## src/rtl/ecm_rf_pkg.sv

```systemverilog
package ecm_rf_pkg;
   localparam int WA_ID_HI = 'h00;
   localparam int WA_ID_LO = 'h01;
   localparam int WA_REV   = 'h02;
   localparam int WA_CMD   = 'h08;
   localparam int WA_STAT  = 'h09;

   localparam int N_OPER = 3;
   localparam int N_RES  = 2;
   localparam int OPER_BASE [N_OPER] = '{'h40, 'h48, 'h50};
   localparam int RES_BASE  [N_RES]  = '{'h58, 'h60};

   localparam logic [31:0] ID_HI = 32'h6563_6468;
   localparam logic [31:0] ID_LO = 32'h7032_3536;
   localparam logic [31:0] REV   = 32'h302E_3130;

   localparam int CMD_GO_BIT    = 1;
   localparam int STAT_RDY_BIT  = 0;
   localparam int STAT_DONE_BIT = 1;
endpackage

```

## src/rtl/ecm_word_bank.sv

```systemverilog
module ecm_word_bank #(
   parameter int DW    = 32,
   parameter int WORDS = 8,
   localparam int IW   = $clog2(WORDS)
) (
   input  logic               clk,
   input  logic               rst_n,
   input  logic               wr_en,
   input  logic [IW-1:0]      idx,
   input  logic [DW-1:0]      wr_data,
   output logic [DW-1:0]      rd_data,
   output logic [DW*WORDS-1:0] par_out
);
   logic [WORDS-1:0][DW-1:0] mem_q;

   always_ff @(posedge clk or negedge rst_n) begin
      if (!rst_n)     mem_q <= '0;
      else if (wr_en) mem_q[idx] <= wr_data;
   end

   assign rd_data = mem_q[idx];
   assign par_out = mem_q;
endmodule

```

## src/rtl/ecm_result_bank.sv

```systemverilog
module ecm_result_bank #(
   parameter int DW    = 32,
   parameter int WORDS = 8,
   localparam int IW   = $clog2(WORDS)
) (
   input  logic                clk,
   input  logic                rst_n,
   input  logic                cap_en,
   input  logic [DW*WORDS-1:0] par_in,
   input  logic [IW-1:0]       idx,
   output logic [DW-1:0]       rd_data
);
   logic [WORDS-1:0][DW-1:0] mem_q;

   always_ff @(posedge clk or negedge rst_n) begin
      if (!rst_n)      mem_q <= '0;
      else if (cap_en) mem_q <= par_in;
   end

   assign rd_data = mem_q[idx];
endmodule

```

## src/rtl/ecm_start_gen.sv

```systemverilog
module ecm_start_gen (
   input  logic clk,
   input  logic rst_n,
   input  logic cmd_wr,
   input  logic cmd_go,
   output logic go_q,
   output logic launch,
   output logic start_q
);
   assign launch = cmd_wr && cmd_go && !go_q;

   always_ff @(posedge clk or negedge rst_n) begin
      if (!rst_n) begin
         go_q    <= 1'b0;
         start_q <= 1'b0;
      end else begin
         if (cmd_wr) go_q <= cmd_go;
         start_q <= launch;
      end
   end
endmodule

```

## src/rtl/ecm_regfront.sv

```systemverilog
module ecm_regfront
   import ecm_rf_pkg::*;
#(
   parameter int DW  = 32,
   parameter int OPW = 256,
   parameter int AW  = 8
) (
   input  logic           clk,
   input  logic           rst_n,
   input  logic           bus_cs,
   input  logic           bus_we,
   input  logic [AW-1:0]  bus_addr,
   input  logic [DW-1:0]  bus_wdata,
   output logic [DW-1:0]  bus_rdata,
   output logic           eng_start,
   input  logic           eng_done,
   output logic [OPW-1:0] eng_k,
   output logic [OPW-1:0] eng_x,
   output logic [OPW-1:0] eng_y,
   input  logic [OPW-1:0] eng_rx,
   input  logic [OPW-1:0] eng_ry
);
   localparam int WORDS = OPW / DW;
   localparam int IW    = $clog2(WORDS);

   if (OPW % DW != 0) begin : g_bad_ratio
      $error("OPW must be a multiple of DW");
   end
   if ((1 << IW) != WORDS) begin : g_bad_words
      $error("OPW/DW must be a power of two");
   end
   if (DW < 32) begin : g_bad_dw
      $error("DW must hold the 32-bit identification words");
   end
   if (AW < 7) begin : g_bad_aw
      $error("AW too small for the register map");
   end

   logic          wr, rd;
   logic [IW-1:0] idx;
   assign wr  = bus_cs && bus_we;
   assign rd  = bus_cs && !bus_we;
   assign idx = bus_addr[IW-1:0];

   logic [N_OPER-1:0] op_sel;
   logic [DW-1:0]     op_rd  [N_OPER];
   logic [OPW-1:0]    op_par [N_OPER];

   for (genvar g = 0; g < N_OPER; g++) begin : g_oper
      if (OPER_BASE[g] % WORDS != 0) begin : g_align
         $error("operand region not aligned");
      end
      assign op_sel[g] = (bus_addr >> IW) == AW'(OPER_BASE[g] >> IW);
      ecm_word_bank #(.DW(DW), .WORDS(WORDS)) u_bank (
         .clk(clk), .rst_n(rst_n),
         .wr_en(wr && op_sel[g]), .idx(idx), .wr_data(bus_wdata),
         .rd_data(op_rd[g]), .par_out(op_par[g])
      );
   end

   assign eng_k = op_par[0];
   assign eng_x = op_par[1];
   assign eng_y = op_par[2];

   logic [N_RES-1:0] res_sel;
   logic [DW-1:0]    res_rd [N_RES];
   logic [OPW-1:0]   res_in [N_RES];
   assign res_in[0] = eng_rx;
   assign res_in[1] = eng_ry;

   for (genvar r = 0; r < N_RES; r++) begin : g_res
      if (RES_BASE[r] % WORDS != 0) begin : g_align
         $error("result region not aligned");
      end
      assign res_sel[r] = (bus_addr >> IW) == AW'(RES_BASE[r] >> IW);
      ecm_result_bank #(.DW(DW), .WORDS(WORDS)) u_bank (
         .clk(clk), .rst_n(rst_n),
         .cap_en(eng_done), .par_in(res_in[r]), .idx(idx),
         .rd_data(res_rd[r])
      );
   end

   logic go_q, launch;
   ecm_start_gen u_start (
      .clk(clk), .rst_n(rst_n),
      .cmd_wr(wr && bus_addr == AW'(WA_CMD)),
      .cmd_go(bus_wdata[CMD_GO_BIT]),
      .go_q(go_q), .launch(launch), .start_q(eng_start)
   );

   logic done_d, valid_q;
   always_ff @(posedge clk or negedge rst_n) begin
      if (!rst_n) begin
         done_d  <= 1'b0;
         valid_q <= 1'b0;
      end else begin
         done_d <= eng_done;
         if (launch)      valid_q <= 1'b0;
         else if (done_d) valid_q <= 1'b1;
      end
   end

   always_comb begin
      bus_rdata = '0;
      if (rd) begin
         case (bus_addr)
            AW'(WA_ID_HI): bus_rdata = DW'(ID_HI);
            AW'(WA_ID_LO): bus_rdata = DW'(ID_LO);
            AW'(WA_REV):   bus_rdata = DW'(REV);
            AW'(WA_CMD):   bus_rdata[CMD_GO_BIT] = go_q;
            AW'(WA_STAT): begin
               bus_rdata[STAT_RDY_BIT]  = 1'b1;
               bus_rdata[STAT_DONE_BIT] = valid_q;
            end
            default: ;
         endcase
         for (int g = 0; g < N_OPER; g++)
            if (op_sel[g]) bus_rdata = op_rd[g];
         for (int r = 0; r < N_RES; r++)
            if (res_sel[r]) bus_rdata = res_rd[r];
      end
   end
endmodule

```

## config.mk

```make
export PLATFORM = sky130hd
export DESIGN_NAME = ecm_regfront
export DESIGN_NICKNAME = d
export VERILOG_FILES = /design/src/rtl/ecm_rf_pkg.sv /design/src/rtl/ecm_word_bank.sv /design/src/rtl/ecm_result_bank.sv /design/src/rtl/ecm_start_gen.sv /design/src/rtl/ecm_regfront.sv
export SDC_FILE = /design/constraint.sdc
export NUM_CORES = 2
export LEC_CHECK = 0
export BUFFER_PORTS_ARGS = -buffer_cell sky130_fd_sc_hd__buf_2
export CAP_MARGIN = 20
export CORE_AREA = 4 4 520 522
export CTS_BUF_LIST = sky130_fd_sc_hd__clkbuf_4 sky130_fd_sc_hd__clkbuf_8 sky130_fd_sc_hd__clkbuf_16
export DETAILED_ROUTE_END_ITERATION = 16
export DIE_AREA = 0 0 524 526
export HOLD_SLACK_MARGIN = 0.02
export SYNTH_ARGS = -nofsm -noshare
export SYNTH_HDL_FRONTEND = slang
export SYNTH_SLANG_ARGS = --single-unit
```

## constraint.sdc

```tcl
create_clock -name clk -period 2 [get_ports clk]
set_input_delay 0.1 -clock clk [delete_from_list [all_inputs] [get_ports clk]]
set_output_delay 0.1 -clock clk [all_outputs]
set_load 0.01 [all_outputs]
```

## Yosys cells after proc, flatten, opt, wreduce, memory -nomap -nowiden

Index checks and enable logic that the tools add are counted.

| operators by class | value |
|---|---|
| order comparisons | 2 |
| equality and inequality tests | 9 |
| multiplexer cells | 26 |
| reduce and logical (&&, ||, !) cells | 13 |

Operators by type and width:

| cell | count |
|---|---|
| bitwise mux 256 bit | 3 |
| binary-select mux 32 bit (select 3 bit) | 5 |
| 2-to-1 mux 32 bit | 12 |
| demux 32 bit (select 3 bit) | 1 |
| one-hot mux 29 bit (3 select lines) | 1 |
| == test 5 x 4 -> 1 bit (second input constant) | 5 |
| == test 8 x 4 -> 1 bit (second input constant) | 2 |
| logical AND 1 bit | 9 |
| == test 8 x 1 -> 1 bit (second input constant) | 1 |
| == test 8 x 2 -> 1 bit (second input constant) | 1 |
| zero test 8 bit | 1 |
| < comparator 3 x 4 -> 1 bit (second input constant) | 1 |
| greater-or-equal comparator 3 x 1 -> 1 bit (second input constant) | 1 |
| 2-to-1 mux 1 bit | 3 |
| one-hot mux 1 bit (3 select lines) | 1 |
| zero test 1 bit | 2 |
| nonzero test 2 bit | 1 |

| storage, ports and cells | value |
|---|---|
| bits in registers | 1,284 |
| bits of input ports | 557 |
| output and inout bits | 801 |

## Longest topological paths before layout

| depth | value |
|---|---|
| depth after elaboration | 8 |
| gate-level depth with buffers | 9 |
| gate-level depth less buffers | 5 |

## By module

From an unflattened synthesis, not the netlist that was laid out.

| second synthesis, totals | value |
|---|---|
| cells, all modules | 3,893 |
| area total of the unflattened synthesis | 60,210.2 um^2 |

By module, submodules not included:

| module | times used | cells an instance | area each (um^2) |
|---|---|---|---|
| ecm_word_bank | 3 | 765 | 11,726.2 |
| ecm_result_bank | 2 | 654 | 11,503.5 |
| ecm_regfront | 1 | 286 | 1,949.4 |
| ecm_start_gen | 1 | 4 | 75.1 |

## Least setup slack after synthesis

OpenSTA, ideal clock, no wires.

| path | value |
|---|---|
| kind | in2out |
| start | in bus_addr[0] |
| end | out bus_rdata[24] |
| arrival time | 1.914 ns |
| data required time | 1.900 ns |
| slack | -0.014 ns |
| stages on the path | 9 |
| path buffers | 4 |
| path through | buf_4 > buf_4 > buf_4 > buf_2 > nor3_1 > nand3_1 > nand2_1 > o22ai_1 > a221oi_1 |

| on the way | value |
|---|---|
| cells in the longest elaborated chain, start to end | 8 |

RTL lines:

| what | RTL line | source |
|---|---|---|
| from (decl) | ecm_regfront.sv:12 | `input logic [AW-1:0] bus_addr,` |
| == test 8 x 2 -> 1 bit, or another cell as far along | ecm_regfront.sv:106 | `case (bus_addr)` |
| one-hot mux 29 bit (3 select lines) / 2-to-1 mux 32 bit (equally long branches) | ecm_regfront.sv:106, ecm_word_bank.sv:21 |  |
| 2-to-1 mux 32 bit (3 in a row) | ecm_regfront.sv:118 | `if (op_sel[g]) bus_rdata = op_rd[g];` |
| 2-to-1 mux 32 bit | ecm_regfront.sv:120 | `if (res_sel[r]) bus_rdata = res_rd[r];` |
| 2-to-1 mux 32 bit * | ecm_regfront.sv:120 |  |
| 2-to-1 mux 32 bit * | ecm_regfront.sv:105 | `if (rd) begin` |
| to (decl) | ecm_regfront.sv:14 | `output logic [DW-1:0] bus_rdata,` |

Every way passes the cells marked *; elsewhere a longest branch is shown, timed or not. The select of a mux whose other input is x is not followed.

## Worst setup path after layout

| path | value |
|---|---|
| start | reg g_oper[1].u_bank.mem_q (netlist bit g_oper[1].u_bank.par_out[252]) |
| end | out bus_rdata[28] |

| on the way | value |
|---|---|
| cells in the longest elaborated chain, start to end | 7 |

RTL lines:

| what | RTL line | source |
|---|---|---|
| from (decl) | ecm_word_bank.sv:14 | `logic [WORDS-1:0][DW-1:0] mem_q;` |
| from (signal, indexed assignment) | ecm_word_bank.sv:18 | `else if (wr_en) mem_q[idx] <= wr_data;` |
| binary-select mux 32 bit (select 3 bit) | ecm_word_bank.sv:21 | `assign rd_data = mem_q[idx];` |
| 2-to-1 mux 32 bit (not written as such) | ecm_word_bank.sv:21 |  |
| 2-to-1 mux 32 bit (2 in a row) | ecm_regfront.sv:118 |  |
| 2-to-1 mux 32 bit (2 in a row) | ecm_regfront.sv:120 |  |
| 2-to-1 mux 32 bit | ecm_regfront.sv:105 |  |

No other way between the ends. The select of a mux whose other input is x is not followed.

==> metrics.txt <==
HP Start bus_wdata[7]; Static Leak 44.1 nW; run status complete, but fails checks; final count of hold timing violations 0; Layout Cells excl Fill 10300; Clock Power Share 42.0%; sequential-to-total area share from yosys stat 54.8%; nets 7211; Worst-Margin Slew 1.11 ns; number of synthesized flops with an enable pin 0; Die ar. around 280000 um^2; First-pass DRT Iterations 6; GRT Total Usage between 20% and 30%; CP Max Fanout 2; reg-to-reg endpoint g_res[1].u_bank.mem_q[103]; top post-synthesis cells by area dfrtp_1 (55%), mux2_2 (24%), mux4_2 (12%), mux2i_1 (1.1%), clkbuf_1 (1.1%); Synth warnings 0; number of global-route vias before repair about 53000; gpl congestion 0.909; routed via count roughly 50000; ratio of cells with drive above 1 in the final layout a little over three fifths; Area Growth Syn to Fin 57.4%; post-synthesis instance total 3701; routed len/inst 33.3 um; fin. max-slew vios 0; die height ~530 um; hold crit path type primary input to register; Switching Fraction 26.3%; CTS tree built; Post-synth top cells dfrtp_1 (1284), mux2_2 (1248), mux4_2 (318); CTS max path bufs 4; Inserted Clock Buffers 156; fin crit period 3.13 ns; Relative slew margins 24.9%; first-pass GRT wire length roughly 460000 um; Avg Cell Area, Syn 15.8 um^2; antenna viol nets, final 0; ys async rst share 100%; final core utilization 34.8%; initial antenna violation count 111; num rows 189; grt total ovfl 0; I/O Buffers 1357; worst path required time 1.90 ns; Hold Path Stages 2; Clock Latency Late Sink 0.81 ns; placed cells approximately 9100; Pwr per Cell Area 734 nW/um^2; Distinct cells, synth 62; DR vias/cell roughly 4.8; P_sw 17.8 mW; # clock sinks 1284; Synth area leader dfrtp_1; final period utilization 156%; Starting Density 22.1%; critical path launch point type register; final setup TNS -23.83 ns; First DRT Iteration DRCs a little under 4000; area of the multi-input gates 26200 um^2; maxcap violations 0; H-Tree Depth 4; I/O pins 1358; Reg area about 32000 um^2; kind of critical path register to output port; CORE AREA 265000 um^2; area share of the largest cell type after synthesis 54.8%; drt drc 0; Flop pwr share roughly 42%; Detail Placement HPWL 270000 um; Crit. End Element output port; RSZ-0062 raised after global routing yes; skew final 0.00659 ns; power share of the combinational group approximately 16%; RR Startpoint g_res[1].u_bank.mem_q[103]; die extent in x 524 um; Mapped Area 58600 um^2; Peak VDD IR 0.704 mV; final setup fails 32; WHS 0.0869 ns; failing checks setup timing; Syn Nets about 4300; Hold Path End g_oper[0].u_bank.par_out[199]; Setup WS post-layout -1.13 ns; flops & latches, synth 1284; Reg2Reg Depth 3; setup slack, reg-to-reg just over 0.5 ns; largest net degree at the start of global routing 96; clock-pin slew on the worst setup and hold paths around 0.06 ns; Arrival @ worst endpoint 3.03 ns; maximum clock rate 320 MHz; top_reg_cell synth dfrtp_1; Routed WL 345000 um; Tot Pwr 67.7 mW; clock root cell clkbuf_16; cell internal pwr 49.8 mW; most frequent cell after synthesis dfrtp_1; Layout fillers 25400
placed cells by master (no fill, tap or decap), types with 21 or more instances in the layout:
master         netlist  final
nor2_4               1     27
buf_4               44    685
clkinv_2             0     21
nor2_1              61     26
buf_12               0    139
dfrtp_1           1284   1281
clkbuf_16            0    158
mux2i_1             66     41
dlygate4sd3_1        0    916
mux2_2            1248   1246
diode_2              0     63
buf_6               23     36
buf_2               66   1326
mux4_2             318    318
nand2_1            116     91
mux2_4              30     32
clkbuf_4             0     35
how the worst max path moves through the flow:
stage	from	endpoint	slack [ns]	depth (start not counted)
CTS	g_oper[1].u_bank.par_out[252]	bus_rdata[28]	-1.29	7
finish	g_oper[1].u_bank.par_out[252]	bus_rdata[28]	-1.13	7
floorplan	bus_addr[5]	g_oper[1].u_bank.par_out[65]	0.002	8
global placement	bus_addr[0]	bus_rdata[16]	-1.90	11
global route	g_oper[1].u_bank.par_out[2]	bus_rdata[2]	-1.31	8
detailed placement	bus_addr[0]	bus_rdata[16]	-1.89	11
routing by layer:
layer / routed length (um) / global-route usage [%] / vias to the layer above / share of wire (%)
met1: 134000 / 29.5 / 26200 / 39
met4: 13700 / 8.25 / 50 / 4.0
met5: 296 / 0 / - / 0.086
li1: - / - / 19900 / -
met2: 165000 / 40.4 / 2691 / 48
met3: 31900 / 7.27 / 623 / 9.3
power by group through the flow:
| stage | Sequential (mW) | Combinational, mW | Clock [mW] |
|---|---|---|---|
| 5_1_grt | 28.6 | 11.3 | 29.9 |
| 3_5_place_dp | 28.9 | 8.49 | 0 |
| 3_3_place_gp | 28.9 | 8.37 | 0 |
| 6_report | 28.5 | 10.7 | 28.4 |
| 2_1_floorplan | 28.7 | 3.42 | 0 |
| 4_1_cts | 28.5 | 10.6 | 28.9 |
cell families after synthesis:
family          count (synthesis)  synth area share [%]
xor+xnor                        1                0.0150
compound gates                166                  1.96
flops                        1284                  54.8
mux                          1669                  38.2
buf+inv                       317                  2.75
simple gates                  264                  2.18
worst max-delay path, cell delays in order, from the launching register on:
cell and delay (ns):
dfrtp_1 0.41, mux4_2 0.59, a2111oi_4 0.45, a21oi_1 0.08
nand4_1 0.30, buf_12 0.17, a21oi_4 0.07, buf_6 0.18
flip-flops by register name (all words and copies together) (netlist names):
name and cells:
u_start.start_q 1, valid_q 1, g_res.u_bank.mem_q 512, done_d 1, u_start.go_q 1, g_oper.u_bank.par_out 768
stage by stage:
stage,setup WS [ns],area [um^2]
after global routing,-1.31,92100
final,-1.13,92200
after floorplan,0.00196,58600
after CTS,-1.29,91700
after detailed placement,-1.89,76200
after global placement,-1.90,76200
cell type report:
type	instances	area share (%)
well taps	3533	4.79
diodes	63	0.171
inverters	3	0.0204
repair buffers	3109	26.3
multi-input cells	2100	28.4
clock inverters	46	0.599
clock buffers	211	4.83
flip-flops and latches	1284	34.9
repair_timing:
item | CTS | global route
setup buffers | 39 | 22
gates resized for setup | 232 | 44
setup endpoints to repair | 32 | 32
hold buffers | 917 | 0
pin swaps | 64 | 37
hold endpoints to repair | 2497 | 0
Power figures use the tool's default switching activity.
